$ cat config.mk
export PLATFORM = sky130hd
export DESIGN_NAME = irqvec_top
export DESIGN_NICKNAME = d
export VERILOG_FILES = /design/src/rtl/irqvec_pkg.sv /design/src/rtl/irqvec_ctrl.sv /design/src/rtl/irqvec_dpath.sv /design/src/rtl/irqvec_top.sv
export SDC_FILE = /design/constraint.sdc
export NUM_CORES = 1
export LEC_CHECK = 0
export ABC_AREA = 1
export CORE_ASPECT_RATIO = 0.5
export CORE_MARGIN = 1.5
export CORE_UTILIZATION = 32
export DETAILED_ROUTE_END_ITERATION = 7
export DONT_BUFFER_PORTS = 1
export PLACE_DENSITY = 0.45
export SLEW_MARGIN = 20
export SYNTH_ARGS = -nofsm -noshare
export SYNTH_HDL_FRONTEND = slang
export SYNTH_HIERARCHICAL = 1
export SYNTH_SLANG_ARGS = --single-unit
$ cat constraint.sdc
create_clock -name clk -period 1.4 [get_ports clk]
set_input_delay 0.35 -clock clk [delete_from_list [all_inputs] [get_ports clk]]
set_output_delay 0.35 -clock clk [all_outputs]
set_load 0.01 [all_outputs]
$ cat src/rtl/irqvec_pkg.sv
package irqvec_pkg;
  localparam int NUM_SRC    = 8;
  localparam int SRC_CODE_W = $clog2(NUM_SRC + 1);

  // source classes, bit k = code k+1
  localparam logic [NUM_SRC-1:0] RX_MASK   = NUM_SRC'(8'b0000_0110);
  localparam logic [NUM_SRC-1:0] TX_MASK   = NUM_SRC'(8'b0000_1000);
  localparam logic [NUM_SRC-1:0] DATA_MASK = RX_MASK | TX_MASK;

  typedef struct packed {
    logic [NUM_SRC-1:0] readClr;   // clear by vector read
    logic [NUM_SRC-1:0] dataClr;   // clear by armed data access
    logic [NUM_SRC-1:0] txEndClr;  // clear by end-of-data bit
  } irqStrobes_t;
endpackage

$ cat src/rtl/irqvec_ctrl.sv
module irqvec_ctrl
  import irqvec_pkg::*;
(
  input  logic                  clk,
  input  logic                  rstN,
  input  logic                  vecRd,
  input  logic                  dataRd,
  input  logic                  dataWr,
  input  logic                  txEndData,
  input  logic [SRC_CODE_W-1:0] curCode,
  output irqStrobes_t           strobes
);
  logic [SRC_CODE_W-1:0] armCode;
  logic [SRC_CODE_W-1:0] armNext;
  logic                  curIsData;

  always_comb begin
    strobes   = '0;
    curIsData = 1'b0;
    for (int i = 0; i < NUM_SRC; i++) begin
      if (curCode == SRC_CODE_W'(i + 1)) begin
        strobes.readClr[i] = vecRd & ~DATA_MASK[i];
        curIsData          = DATA_MASK[i];
      end
      if (armCode == SRC_CODE_W'(i + 1)) begin
        strobes.dataClr[i] = (dataRd & RX_MASK[i]) | (dataWr & TX_MASK[i]);
      end
    end
    strobes.txEndClr = txEndData ? TX_MASK : '0;
  end

  always_comb begin
    armNext = armCode;
    if (vecRd)                 armNext = curIsData ? curCode : '0;
    else if (dataRd || dataWr) armNext = '0;
  end

  always_ff @(posedge clk) begin
    if (!rstN) armCode <= '0;
    else       armCode <= armNext;
  end

  // a data access without a same-cycle vector read leaves nothing armed
  p_disarm_r10: assert property (@(posedge clk) disable iff (!rstN)
    ((dataRd || dataWr) && !vecRd) |=> (armCode == '0));
endmodule

$ cat src/rtl/irqvec_dpath.sv
module irqvec_dpath
  import irqvec_pkg::*;
#(
  parameter int REG_W     = 8,
  parameter int VEC_SHIFT = 2
) (
  input  logic                  clk,
  input  logic                  rstN,
  input  logic [NUM_SRC-1:0]    srcEvent,
  input  irqStrobes_t           strobes,
  output logic [NUM_SRC-1:0]    pendFlags,
  output logic [SRC_CODE_W-1:0] curCode,
  output logic [REG_W-1:0]      vecOut,
  output logic                  irqOut
);
  logic [NUM_SRC-1:0] clrMask;

  assign clrMask = strobes.readClr | strobes.dataClr | strobes.txEndClr;

  always_ff @(posedge clk) begin
    if (!rstN) pendFlags <= '0;
    else       pendFlags <= (pendFlags & ~clrMask) | srcEvent;
  end

  always_comb begin
    curCode = '0;
    for (int i = 0; i < NUM_SRC; i++) begin
      if (pendFlags[i]) curCode = SRC_CODE_W'(i + 1);
    end
  end

  assign vecOut = REG_W'(curCode) << VEC_SHIFT;
  assign irqOut = |curCode;

  for (genvar gi = 0; gi < NUM_SRC; gi++) begin : g_flagChk
    // an event always leaves its flag set
    p_event_wins_r11: assert property (@(posedge clk) disable iff (!rstN)
      srcEvent[gi] |=> pendFlags[gi]);
    // without a clear the flag holds
    p_sticky_r12: assert property (@(posedge clk) disable iff (!rstN)
      (pendFlags[gi] && !clrMask[gi]) |=> pendFlags[gi]);
  end

  // request can only rise after an event
  p_irq_rise_r4: assert property (@(posedge clk) disable iff (!rstN)
    $rose(irqOut) |-> $past(|srcEvent));
endmodule

$ cat src/rtl/irqvec_top.sv
module irqvec_top
  import irqvec_pkg::*;
#(
  parameter int REG_W     = 8,
  parameter int VEC_SHIFT = 2
) (
  input  logic               clk,
  input  logic               rstN,
  input  logic [NUM_SRC-1:0] srcEvent,
  input  logic               vecRd,
  input  logic               dataRd,
  input  logic               dataWr,
  input  logic               txEndData,
  output logic [REG_W-1:0]   vecOut,
  output logic               irqOut
);
  irqStrobes_t           strobes;
  logic [NUM_SRC-1:0]    pendFlags;
  logic [SRC_CODE_W-1:0] curCode;

  irqvec_ctrl u_ctrl (
    .clk(clk), .rstN(rstN), .vecRd(vecRd), .dataRd(dataRd), .dataWr(dataWr),
    .txEndData(txEndData), .curCode(curCode), .strobes(strobes)
  );

  irqvec_dpath #(.REG_W(REG_W), .VEC_SHIFT(VEC_SHIFT)) u_dpath (
    .clk(clk), .rstN(rstN), .srcEvent(srcEvent), .strobes(strobes),
    .pendFlags(pendFlags), .curCode(curCode), .vecOut(vecOut), .irqOut(irqOut)
  );

  for (genvar gi = 0; gi < NUM_SRC; gi++) begin : g_clrChk
    if (!DATA_MASK[gi]) begin : g_nonData
      // reading a reported non-data source clears it
      p_read_clears_r5: assert property (@(posedge clk) disable iff (!rstN)
        (vecRd && curCode == SRC_CODE_W'(gi + 1) && !srcEvent[gi]) |=> !pendFlags[gi]);
    end else if (RX_MASK[gi]) begin : g_rx
      // receive sources survive any cycle with no data read
      p_rx_hold_r6: assert property (@(posedge clk) disable iff (!rstN)
        (pendFlags[gi] && !dataRd) |=> pendFlags[gi]);
    end else begin : g_tx
      // transmit source survives without a data write or end-of-data
      p_tx_hold_r6: assert property (@(posedge clk) disable iff (!rstN)
        (pendFlags[gi] && !dataWr && !txEndData) |=> pendFlags[gi]);
    end
  end
endmodule

After elaboration in Yosys (flattened, before gate mapping)
Cells that the tools add are included.
- add/sub/neg operators: 0
- multipliers: 0
- div/mod/pow operators: 0
- order comparisons: 0
- eq/ne operators: 11
- shift-type cells: 0
- multiplexer cells: 27
- bitwise operators: 5
- reduce and logical (&&, ||, !) cells: 3
- operators with widths (cell ; count):
    $eq 4x3->1 const B ; 5
    $mux 4 ; 5
    $eq 4x2->1 const B ; 4
    $mux 1 ; 16
    $or 8x4->8 ; 2
    $mux 3 ; 4
    $and 8x8->8 ; 1
    $not 8->8 ; 1
    $or 8x8->8 ; 1
    $eq 4x1->1 const B ; 1
    $eq 4x4->1 const B ; 1
    $mux 2 ; 2
    $reduce_or 4->1 ; 1
    $reduce_bool 2->1 ; 1
    $logic_or 1x1->1 ; 1
- register bits after elaboration: 12
- bits in latches: 0
- bits in writable memories: 0
- ROM bits: 0
- input bits: 14
- memories: 0

Logic depth before layout (Yosys ltp)
- depth in word-level cells: 18
- gate-level depth with buffers: 12
- depth with buffers taken out: 12

Modules after synthesis
The synthesis kept the hierarchy.
- modules (own cells, without submodules) (module ; times used ; cells each ; area each (µm²)):
    irqvec_dpath ; 1 ; 63 ; 449.2
    irqvec_ctrl ; 1 ; 61 ; 390.4

Worst setup path after synthesis
OpenSTA, ideal clock, no wires.
- path kind: register to register
- start: register u_dpath.pendFlags[1]
- end: register u_dpath.pendFlags[4]
- library setup time: 120 ps
- arrival: 1316 ps
- data required time: 1280 ps
- slack: -36 ps
- stages on the path, launching flop included: 13
- path buffers: 0
- cells stage by stage: dfxtp_1 > inv_2 > nand2_1 > nand2_1 > nand2_1 > nand2_1 > nand2_1 > a21oi_1 > nand3b_1 > nor2_1 > nor3_1 > a21oi_1 > nor2_1
- RTL lines (what ; line ; text):
    from (decl) ; irqvec_dpath.sv:11 ; output logic [NUM_SRC-1:0] pendFlags,
    from (signal assigned) ; irqvec_dpath.sv:22 ; else pendFlags <= (pendFlags & ~clrMask) | srcEvent;

Worst setup path after layout
- start: register u_dpath.pendFlags[1]
- end: output port vecOut[2]
- cells in the longest elaborated chain, start to end: 7
- ends and longest elaborated chain (what ; line ; text):
    $mux 2 (2 in a row) ; irqvec_dpath.sv:28 ; if (pendFlags[i]) curCode = SRC_CODE_W'(i + 1);
    $mux 3 (4 in a row) ; irqvec_dpath.sv:28 ;
    $mux 4 ; irqvec_dpath.sv:28 ;
    to (decl) ; irqvec_top.sv:14 ; output logic [REG_W-1:0] vecOut,
No other way between the ends.

==> impl_metrics.tcl <==
set metrics [dict create \
    area_growth_pct 33.4 \
    first_pass_iters 4 \
    holdBufCountCts 0 \
    fillers 237 \
    rrSetupSlack_ps -110 \
    critPathCaptureType "output pin" \
    cts_inserted_buffers 3 \
    hold_violations 0 \
    path_common_cell "nand2_1" \
    clock-sinks 12 \
    pin_count 23 \
    wl_per_cell_um 10.1 \
    crit_buf_inv 2 \
    ant_nets 0 \
    htreeDepth 1 \
    die-height_um 39.1 \
    wl_um 1810 \
    reg2reg_from "u_dpath/pendFlags[1]$_SDFF_PN0_" \
    fin_crit_ps 1550 \
    antenna_found_initial 0 \
    routed_via_density 3.97 \
    holdCritPathClass "input pin to flip-flop" \
    cpMaxStageDelayCell "dfxtp_2" \
    finalWorstSetupSlack_ps -146 \
    die_w_um 75.1 \
    vias 707 \
    outcome "complete, but fails checks" \
    drive_gt1_frac 0.413 \
    slew_viol_final 0 \
    insertedDiodeCount 0 \
    nets 158 \
    path_cells "inv_2, nand2_1, nand2_1, nand2_1, nand2_1, nand2_2, a21oi_2, buf_4" \
    cts_buffer_depth 2 \
    rsz0062_at_grt "yes" \
    setup_viol 9 \
    dp_cells 170 \
    endpoint "vecOut[2]" \
    fin_cells 178 \
    clk_pin_slew_ps 50 \
    min_period_over_period 1.10 \
    core.rowCount 12 \
    cp-startpoint "u_dpath/pendFlags[1]$_SDFF_PN0_" \
    hpwl_um 1390 \
    reg2reg_to "u_dpath/pendFlags[4]$_SDFF_PN0_" \
    worstSetupPathType "flip-flop to output pin" \
    p_per_area_nw_per_um2 926 \
    placed_cell_area_um2 916 \
    grt_max_degree 9 \
    yosys_warnings 6 \
    cpPeakStageDelay_ps 320 \
    core_um2 2340 \
    r2r_cells 13 \
    p_leak_nw 0.499 \
    cp.depth 8 \
    io_buffers 0 \
    grt_pass1_vias 659 \
    cts-root-buf "clkbuf_8" \
    fin_skew_ps 2.31 \
    cp_top_family "flip-flops" \
    worstPathMaxFanout 3 \
    multi_input_area_um2 500 \
    die_area_um2 2930 \
    fin_area_um2 1110 \
    drv_cap 0 \
    critPathRequiredTime_ps 1050 \
    synth_area_um2 832 \
    synth.avg_cell_area_um2 6.76 \
    cts_tree "built" \
    violations "negative setup slack" \
    max_freq_mhz 647 \
    ir_drop_v 0.000393 \
    initial_utilization 0.355 \
    syn_inst 123 \
    worstSkewPairLatency_ps 240 \
    grt_pass1_wl_um 2860 \
    grtUsageTotal 0.142 \
    overflow 0 \
    initialDrtViolationCount 20 \
    regArea_um2 246 \
    critPathLaunchType "flip-flop" \
    arrival_ps 1200 \
    drc 0 \
    place_congestion 0.763 \
]
## through the flow
step	utilization	TNS, ps	hold slack, ps	setup slack [ps]	power [W]
after floorplan	-	0	430	9.67	0.000552
after global placement	0.391	-249	453	-87.6	0.000589
after detailed placement	0.391	-293	450	-117	0.000588
after CTS	0.450	-690	225	-125	0.00101
after global routing	0.474	-1730	227	-224	0.00110
final	0.474	-745	229	-146	0.00103
## layout by cell type (no fill, tap or decap), types with 3 or more instances in the layout
master and n:
a21oi_1 9, nor2_4 4, dfxtp_2 5, nor3_1 10
nand3_2 3, nor2_1 13, dfxtp_1 7, nand2_1 13
a21oi_2 5, inv_1 9, buf_6 9, conb_1 19
nor3_2 3, clkbuf_8 4, buf_4 14, inv_2 5
nand2_2 4
## what timing repair did
item                       in CTS  in global routing
setup endpoints to repair       9                 12
buffers inserted                3                  1
pin swaps                      10                  7
resized for setup              20                 14
## layout make-up
class                      count  area share
clock buffer                   4      0.0496
inverter                      15      0.0519
multi-input combinational     89       0.451
sequential                    12       0.222
tap                           35      0.0395
timing repair buffer          23       0.186
## registers in the layout, indices dropped and copies added, names as in the netlist
name and cells:
u_dpath/pendFlags 8, u_ctrl/armCode 4
## metal layers
layer  up-vias  share of wire  GRT usage
li1        389              -          -
met1       297           0.54      0.178
met2        17           0.39      0.210
met3         4          0.060     0.0651
met4         0          0.012     0.0545
met5         -              0          0
## power by group
group	leakage [nW]	switching, W	internal, W
registers	0.100	0.0000140	0.000361
clock network	0.0288	0.000124	0.000248
logic	0.370	0.000143	0.000138
total	0.499	0.000281	0.000747
## how the worst min path moves through the flow
stage	cells past startpoint	endpoint	slack, ps	start
6_report	2	u_dpath/pendFlags[5]$_SDFF_PN0_	230	srcEvent[5]
5_1_grt	2	u_dpath/pendFlags[4]$_SDFF_PN0_	230	srcEvent[4]
4_1_cts	2	u_dpath/pendFlags[5]$_SDFF_PN0_	220	srcEvent[5]
3_5_place_dp	2	u_ctrl/armCode[3]$_SDFFE_PN0P_	450	u_ctrl/armCode[3]$_SDFFE_PN0P_
3_3_place_gp	2	u_ctrl/armCode[3]$_SDFFE_PN0P_	450	u_ctrl/armCode[3]$_SDFFE_PN0P_
2_1_floorplan	2	u_ctrl/armCode[3]$_SDFFE_PN0P_	430	u_ctrl/armCode[3]$_SDFFE_PN0P_
Power figures use the tool's default switching activity.
